[config.mk]
export PLATFORM = sky130hd
export DESIGN_NAME = cmp_chan_cond
export DESIGN_NICKNAME = d
export VERILOG_FILES = /design/src/rtl/cmp_cond_pkg.sv /design/src/rtl/cmp_ctrl_reg.sv /design/src/rtl/cmp_sync_chain.sv /design/src/rtl/cmp_irq_gen.sv /design/src/rtl/cmp_chan_cond.sv
export SDC_FILE = /design/constraint.sdc
export NUM_CORES = 1
export LEC_CHECK = 0
export ABC_AREA = 1
export BUFFER_PORTS_ARGS = -buffer_cell sky130_fd_sc_hd__buf_2
export CAP_MARGIN = 20
export CORE_MARGIN = 2
export CORE_UTILIZATION = 47
export CTS_CLUSTER_DIAMETER = 100
export DETAILED_ROUTE_END_ITERATION = 6
export PLACE_DENSITY = 0.84
export REMOVE_ABC_BUFFERS = 1
export SYNTH_ARGS = -nofsm -noshare
export SYNTH_HDL_FRONTEND = slang
export SYNTH_SLANG_ARGS = --single-unit
[constraint.sdc]
create_clock -name clk -period 3.24 [get_ports clk]
set_input_delay 0.648 -clock clk [delete_from_list [all_inputs] [get_ports clk]]
set_output_delay 0.648 -clock clk [all_outputs]
set_load 0.03 [all_outputs]
[src/rtl/cmp_cond_pkg.sv]
package cmp_cond_pkg;
  localparam int REG_W    = 32;
  localparam int EN_LSB   = 0;
  localparam int EN_W     = 2;
  localparam int OE_BIT   = 2;
  localparam int STAT_BIT = 3;
  localparam int SYNC_BIT = 12;
  localparam int INV_BIT  = 15;
  localparam int LVL_BIT  = 16;
  localparam int EDG_LSB  = 17;
  localparam int EDG_W    = 2;
  localparam int FLAG_BIT = 19;

  // Bits the register may hold at all (including status and flag positions)
  localparam logic [REG_W-1:0] HOLD_MASK = 32'h1F7F_F77F;
  // Bits actually stored in flops; status and flag are driven separately
  localparam logic [REG_W-1:0] STORE_MASK =
    HOLD_MASK & ~((REG_W'(1) << STAT_BIT) | (REG_W'(1) << FLAG_BIT));

  typedef enum logic [EDG_W-1:0] {
    EDG_FALL = 2'd0,
    EDG_RISE = 2'd1,
    EDG_BOTH = 2'd2,
    EDG_NONE = 2'd3
  } edge_pick_e;

  typedef struct packed {
    logic [EN_W-1:0] en_mode;
    logic            out_en;
    logic            sync_en;
    logic            inv;
    logic            lvl_mode;
    edge_pick_e      edge_pick;
  } chan_cfg_t;
endpackage

[src/rtl/cmp_ctrl_reg.sv]
module cmp_ctrl_reg
  import cmp_cond_pkg::*;
(
  input  logic             clk,
  input  logic             rst_n,
  input  logic             wr_en,
  input  logic [REG_W-1:0] wr_data,
  output logic [REG_W-1:0] ctrl_q,
  output chan_cfg_t        cfg,
  output logic             flag_clr
);
  always_ff @(posedge clk or negedge rst_n) begin
    if (!rst_n)     ctrl_q <= '0;
    else if (wr_en) ctrl_q <= wr_data & STORE_MASK;
  end

  assign flag_clr = wr_en & wr_data[FLAG_BIT];

  always_comb begin
    cfg.en_mode   = ctrl_q[EN_LSB +: EN_W];
    cfg.out_en    = ctrl_q[OE_BIT];
    cfg.sync_en   = ctrl_q[SYNC_BIT];
    cfg.inv       = ctrl_q[INV_BIT];
    cfg.lvl_mode  = ctrl_q[LVL_BIT];
    cfg.edge_pick = edge_pick_e'(ctrl_q[EDG_LSB +: EDG_W]);
  end
endmodule

[src/rtl/cmp_sync_chain.sv]
module cmp_sync_chain #(
  parameter int STAGES = 2
) (
  input  logic clk,
  input  logic rst_n,
  input  logic d,
  output logic q
);
  generate
    if (STAGES < 1) begin : g_pass
      assign q = d;
    end else begin : g_flops
      logic [STAGES-1:0] sh;
      always_ff @(posedge clk or negedge rst_n) begin
        if (!rst_n) sh <= '0;
        else begin
          sh[0] <= d;
          for (int i = 1; i < STAGES; i++) sh[i] <= sh[i-1];
        end
      end
      assign q = sh[STAGES-1];
    end
  endgenerate
endmodule

[src/rtl/cmp_irq_gen.sv]
module cmp_irq_gen
  import cmp_cond_pkg::*;
(
  input  logic            clk,
  input  logic            rst_n,
  input  logic            samp,
  input  logic            inv,
  input  logic            lvl_mode,
  input  edge_pick_e      edge_pick,
  input  logic [EN_W-1:0] en_mode,
  input  logic            flag_clr,
  output logic            flag_q,
  output logic            irq
);
  logic prev_q;
  logic pol_now, pol_prev, rise, fall, edge_hit, set_evt;

  always_ff @(posedge clk or negedge rst_n) begin
    if (!rst_n) prev_q <= 1'b0;
    else        prev_q <= samp;
  end

  // Both samples see the same inversion, so toggling inv alone makes no edge
  assign pol_now  = samp ^ inv;
  assign pol_prev = prev_q ^ inv;
  assign rise     = pol_now & ~pol_prev;
  assign fall     = ~pol_now & pol_prev;

  always_comb begin
    unique case (edge_pick)
      EDG_FALL: edge_hit = fall;
      EDG_RISE: edge_hit = rise;
      EDG_BOTH: edge_hit = rise | fall;
      default:  edge_hit = 1'b0;
    endcase
  end

  assign set_evt = lvl_mode ? pol_now : edge_hit;

  // Set takes priority over a simultaneous clear
  always_ff @(posedge clk or negedge rst_n) begin
    if (!rst_n) flag_q <= 1'b0;
    else        flag_q <= set_evt | (flag_q & ~flag_clr);
  end

  assign irq = flag_q & (|en_mode);
endmodule

[src/rtl/cmp_chan_cond.sv]
module cmp_chan_cond
  import cmp_cond_pkg::*;
#(
  parameter int SYNC_STAGES = 2
) (
  input  logic             clk,
  input  logic             rst_n,
  input  logic             cmp_raw,
  input  logic             wr_en,
  input  logic [REG_W-1:0] wr_data,
  output logic [REG_W-1:0] rd_data,
  output logic             cmp_out,
  output logic             irq
);
  logic [REG_W-1:0] ctrl_q;
  chan_cfg_t        cfg;
  logic             flag_clr, samp, flag_q;

  cmp_ctrl_reg u_reg (
    .clk(clk), .rst_n(rst_n), .wr_en(wr_en), .wr_data(wr_data),
    .ctrl_q(ctrl_q), .cfg(cfg), .flag_clr(flag_clr)
  );

  cmp_sync_chain #(.STAGES(SYNC_STAGES)) u_sync (
    .clk(clk), .rst_n(rst_n), .d(cmp_raw), .q(samp)
  );

  cmp_irq_gen u_irq (
    .clk(clk), .rst_n(rst_n), .samp(samp), .inv(cfg.inv),
    .lvl_mode(cfg.lvl_mode), .edge_pick(cfg.edge_pick),
    .en_mode(cfg.en_mode), .flag_clr(flag_clr),
    .flag_q(flag_q), .irq(irq)
  );

  assign cmp_out = cfg.out_en & (cfg.sync_en ? samp : cmp_raw);

  always_comb begin
    rd_data           = ctrl_q;
    rd_data[STAT_BIT] = samp;
    rd_data[FLAG_BIT] = flag_q;
  end
endmodule

==> flow_metrics.tcl <==
set metrics [dict create \
    start_util_pct 50.7 \
    rsz0062_at_grt "false" \
    netlist_instances 101 \
    cts_max_level 1 \
    fin_worst_skew_ps 4.24 \
    gp_congestion 0.645 \
    grt_usage_pct 15.7 \
    drive_gt1_share_pct 53.6 \
    synth_area_sq_um 1290 \
    cp.arrival_ps 1140 \
    grt_max_degree 31 \
    place_area_sq_um 1520 \
    hold_violations 0 \
    cts_max_path_buffers 2 \
    drt-initial-drc-count 13 \
    holdBufCountCts 0 \
    total_leakage_power_nw 0.870 \
    end_kind "primary output" \
    clock-root-buffer "clkbuf_4" \
    dieWidth_um 56.4 \
    powerDensity_nw_per_um2 511 \
    grt_pass1_wl_um 3810 \
    dp.cells 179 \
    ys_seq_area_share_pct 54.3 \
    dieArea_sq_um 3180 \
    total_power_mw 0.797 \
    drc 0 \
    cp_common_cell "nor2_1" \
    n_antenna_cell 0 \
    ios 70 \
    fin_crit_sh_pct 55.3 \
    placementRows 18 \
    tns_ps 0 \
    post-cts-setup-buffers 0 \
    period_minus_slack_ps 1790 \
    yosys_warnings 0 \
    cts_tree "built" \
    wl_per_cell_um 12.8 \
    synth_top_area_cell "dfrtp_1" \
    path_delay_family "flip-flops" \
    slowest_stage "dfrtp_1" \
    r2r_start "u_sync.g_flops.sh[1]" \
    hpwl_um 1740 \
    syn_to_final_growth_pct 21.0 \
    worstSkewPairLatency_ps 320 \
    final_area_sq_um 1560 \
    die_h_um 56.4 \
    ir_worst_vdd_uv 341 \
    cts_resized 0 \
    tightest_slew_ps 756 \
    synth-seq-cells 28 \
    hold_class "input port to asynchronous set/reset pin" \
    ant_nets 0 \
    relSlewSlack_pct 49.6 \
    port_buffers 56 \
    setup_slack_ps 1450 \
    final_util_pct 61.3 \
    fin_cells 183 \
    status "complete, no violations" \
    path_class "flip-flop to primary output" \
    synth_area_leaders "dfrtp_1 (54%), mux2_4 (22%), buf_4 (5.8%)" \
    vias 851 \
    clk_pin_slew_ps 150 \
    cp.required_ps 2590 \
    clock-sinks 28 \
    nets 192 \
    grt_pass1_vias 813 \
    fmax_mhz 558 \
    crit_buf_inv 2 \
    syn_area_per_cell_sq_um 12.8 \
    timing.final.max_slew_violations 0 \
    cp_max_fo 3 \
    synthDistinctLibCells 17 \
    wl_um 2340 \
    finalSetupViolCount 0 \
    globalRouteOverflowTotal 0 \
    slowest_delay_ps 430 \
    pre_cts_ws_ps 1470 \
    core_sq_um 2540 \
    viasPerCell 4.65 \
    crit_start "u_reg.ctrl_q[12]" \
    maxCapViolations 0 \
    drt_first_pass_iters 3 \
    numCtsBuffers 3 \
    startpoint_type "flip-flop" \
    antenna_found_initial 0 \
    crit_path_cell_trace "inv_1 > nor2_1 > nor2_1 > buf_2" \
    timing.hold.ws_ps 311 \
    synth_top_area_share_pct 54.3 \
]
-- final cells by class --
| cell class | count | area [sq um] |
|---|---|---|
| fillers | 213 | 985 |
| multi-input cells | 56 | 472 |
| repair buffers | 56 | 280 |
| clock buffers | 4 | 36.3 |
| flip-flops and latches | 28 | 701 |
| inverters | 9 | 33.8 |
| well taps | 30 | 37.5 |
-- worst reg2reg max path, stage by stage (launching register included) --
cell     delay (ps)
dfrtp_1         460
or2_4           280
nand2_1          80
inv_1            50
ha_1            180
inv_1            50
nand2_1          50
nand3_1          60
nand2_1          60
nand2_1          50
nand2_1          40
-- path summary, 6_finish.rpt --
check | endpoint | slack [ps] | cells after the start
setup reg to reg | u_irq.flag_q | 1810 | 10
hold / removal | u_reg.ctrl_q[25] | 310 | 1
setup / recovery | cmp_out | 1450 | 4
hold reg to reg | u_sync.g_flops.sh[1] | 370 | 0
max in group asynchronous | u_reg.ctrl_q[0] | 2540 | 1
min in group clk | u_sync.g_flops.sh[1] | 370 | 0
-- metal layers --
layer	wire [um]	track usage, %	vias up
met1	991	20.5	400
li1	-	-	409
met5	0	0	-
met2	1150	25.4	40
met4	15	5.10	0
met3	187	4.15	2
-- registers in the layout, indices dropped and copies added (netlist names) --
| signal | count |
|---|---|
| u_irq.flag_q | 1 |
| u_irq.prev_q | 1 |
| u_reg.ctrl_q | 24 |
| u_sync.g_flops.sh | 2 |
-- cell usage in the layout (no fill, tap or decap) --
cell type,n
dfrtp_1,28
clkbuf_8,1
mux2_4,19
nand2_1,15
nor2_1,2
buf_2,56
nand3_2,1
o21a_1,1
nand3_1,2
xnor2_1,1
conb_1,6
ha_1,2
inv_2,1
o21ai_0,6
or2_4,1
clkbuf_4,3
inv_1,8
-- cell usage after synthesis, drive strengths merged --
cell type	count
o21a	1
or2	1
nor2	2
buf	13
mux2	19
nand2	15
xnor2	1
inv	9
ha	2
conb	1
o21ai	6
nand3	3
dfrtp	28
-- cell families (layout without fill, tap and decap cells) --
logic type,after synthesis,in the layout,share of synthesized area (%)
buffers and inverters,22,69,10.6
XOR/XNOR,1,1,0.679
AND/OR/NAND/NOR,21,21,7.18
other,1,6,0.291
multiplexers,19,19,22.1
adder cells (fa/ha/maj),2,2,1.94
flip-flops,28,28,54.3
AO/OA/AOI/OAI,7,7,2.91
-- power breakdown --
group	total, mW	switching [mW]	internal [mW]
logic	0.224	0.138	0.0856
clock network	0.168	0.0997	0.0687
registers	0.405	0.0223	0.383
Note: power is estimated with default switching activity, not from simulation.
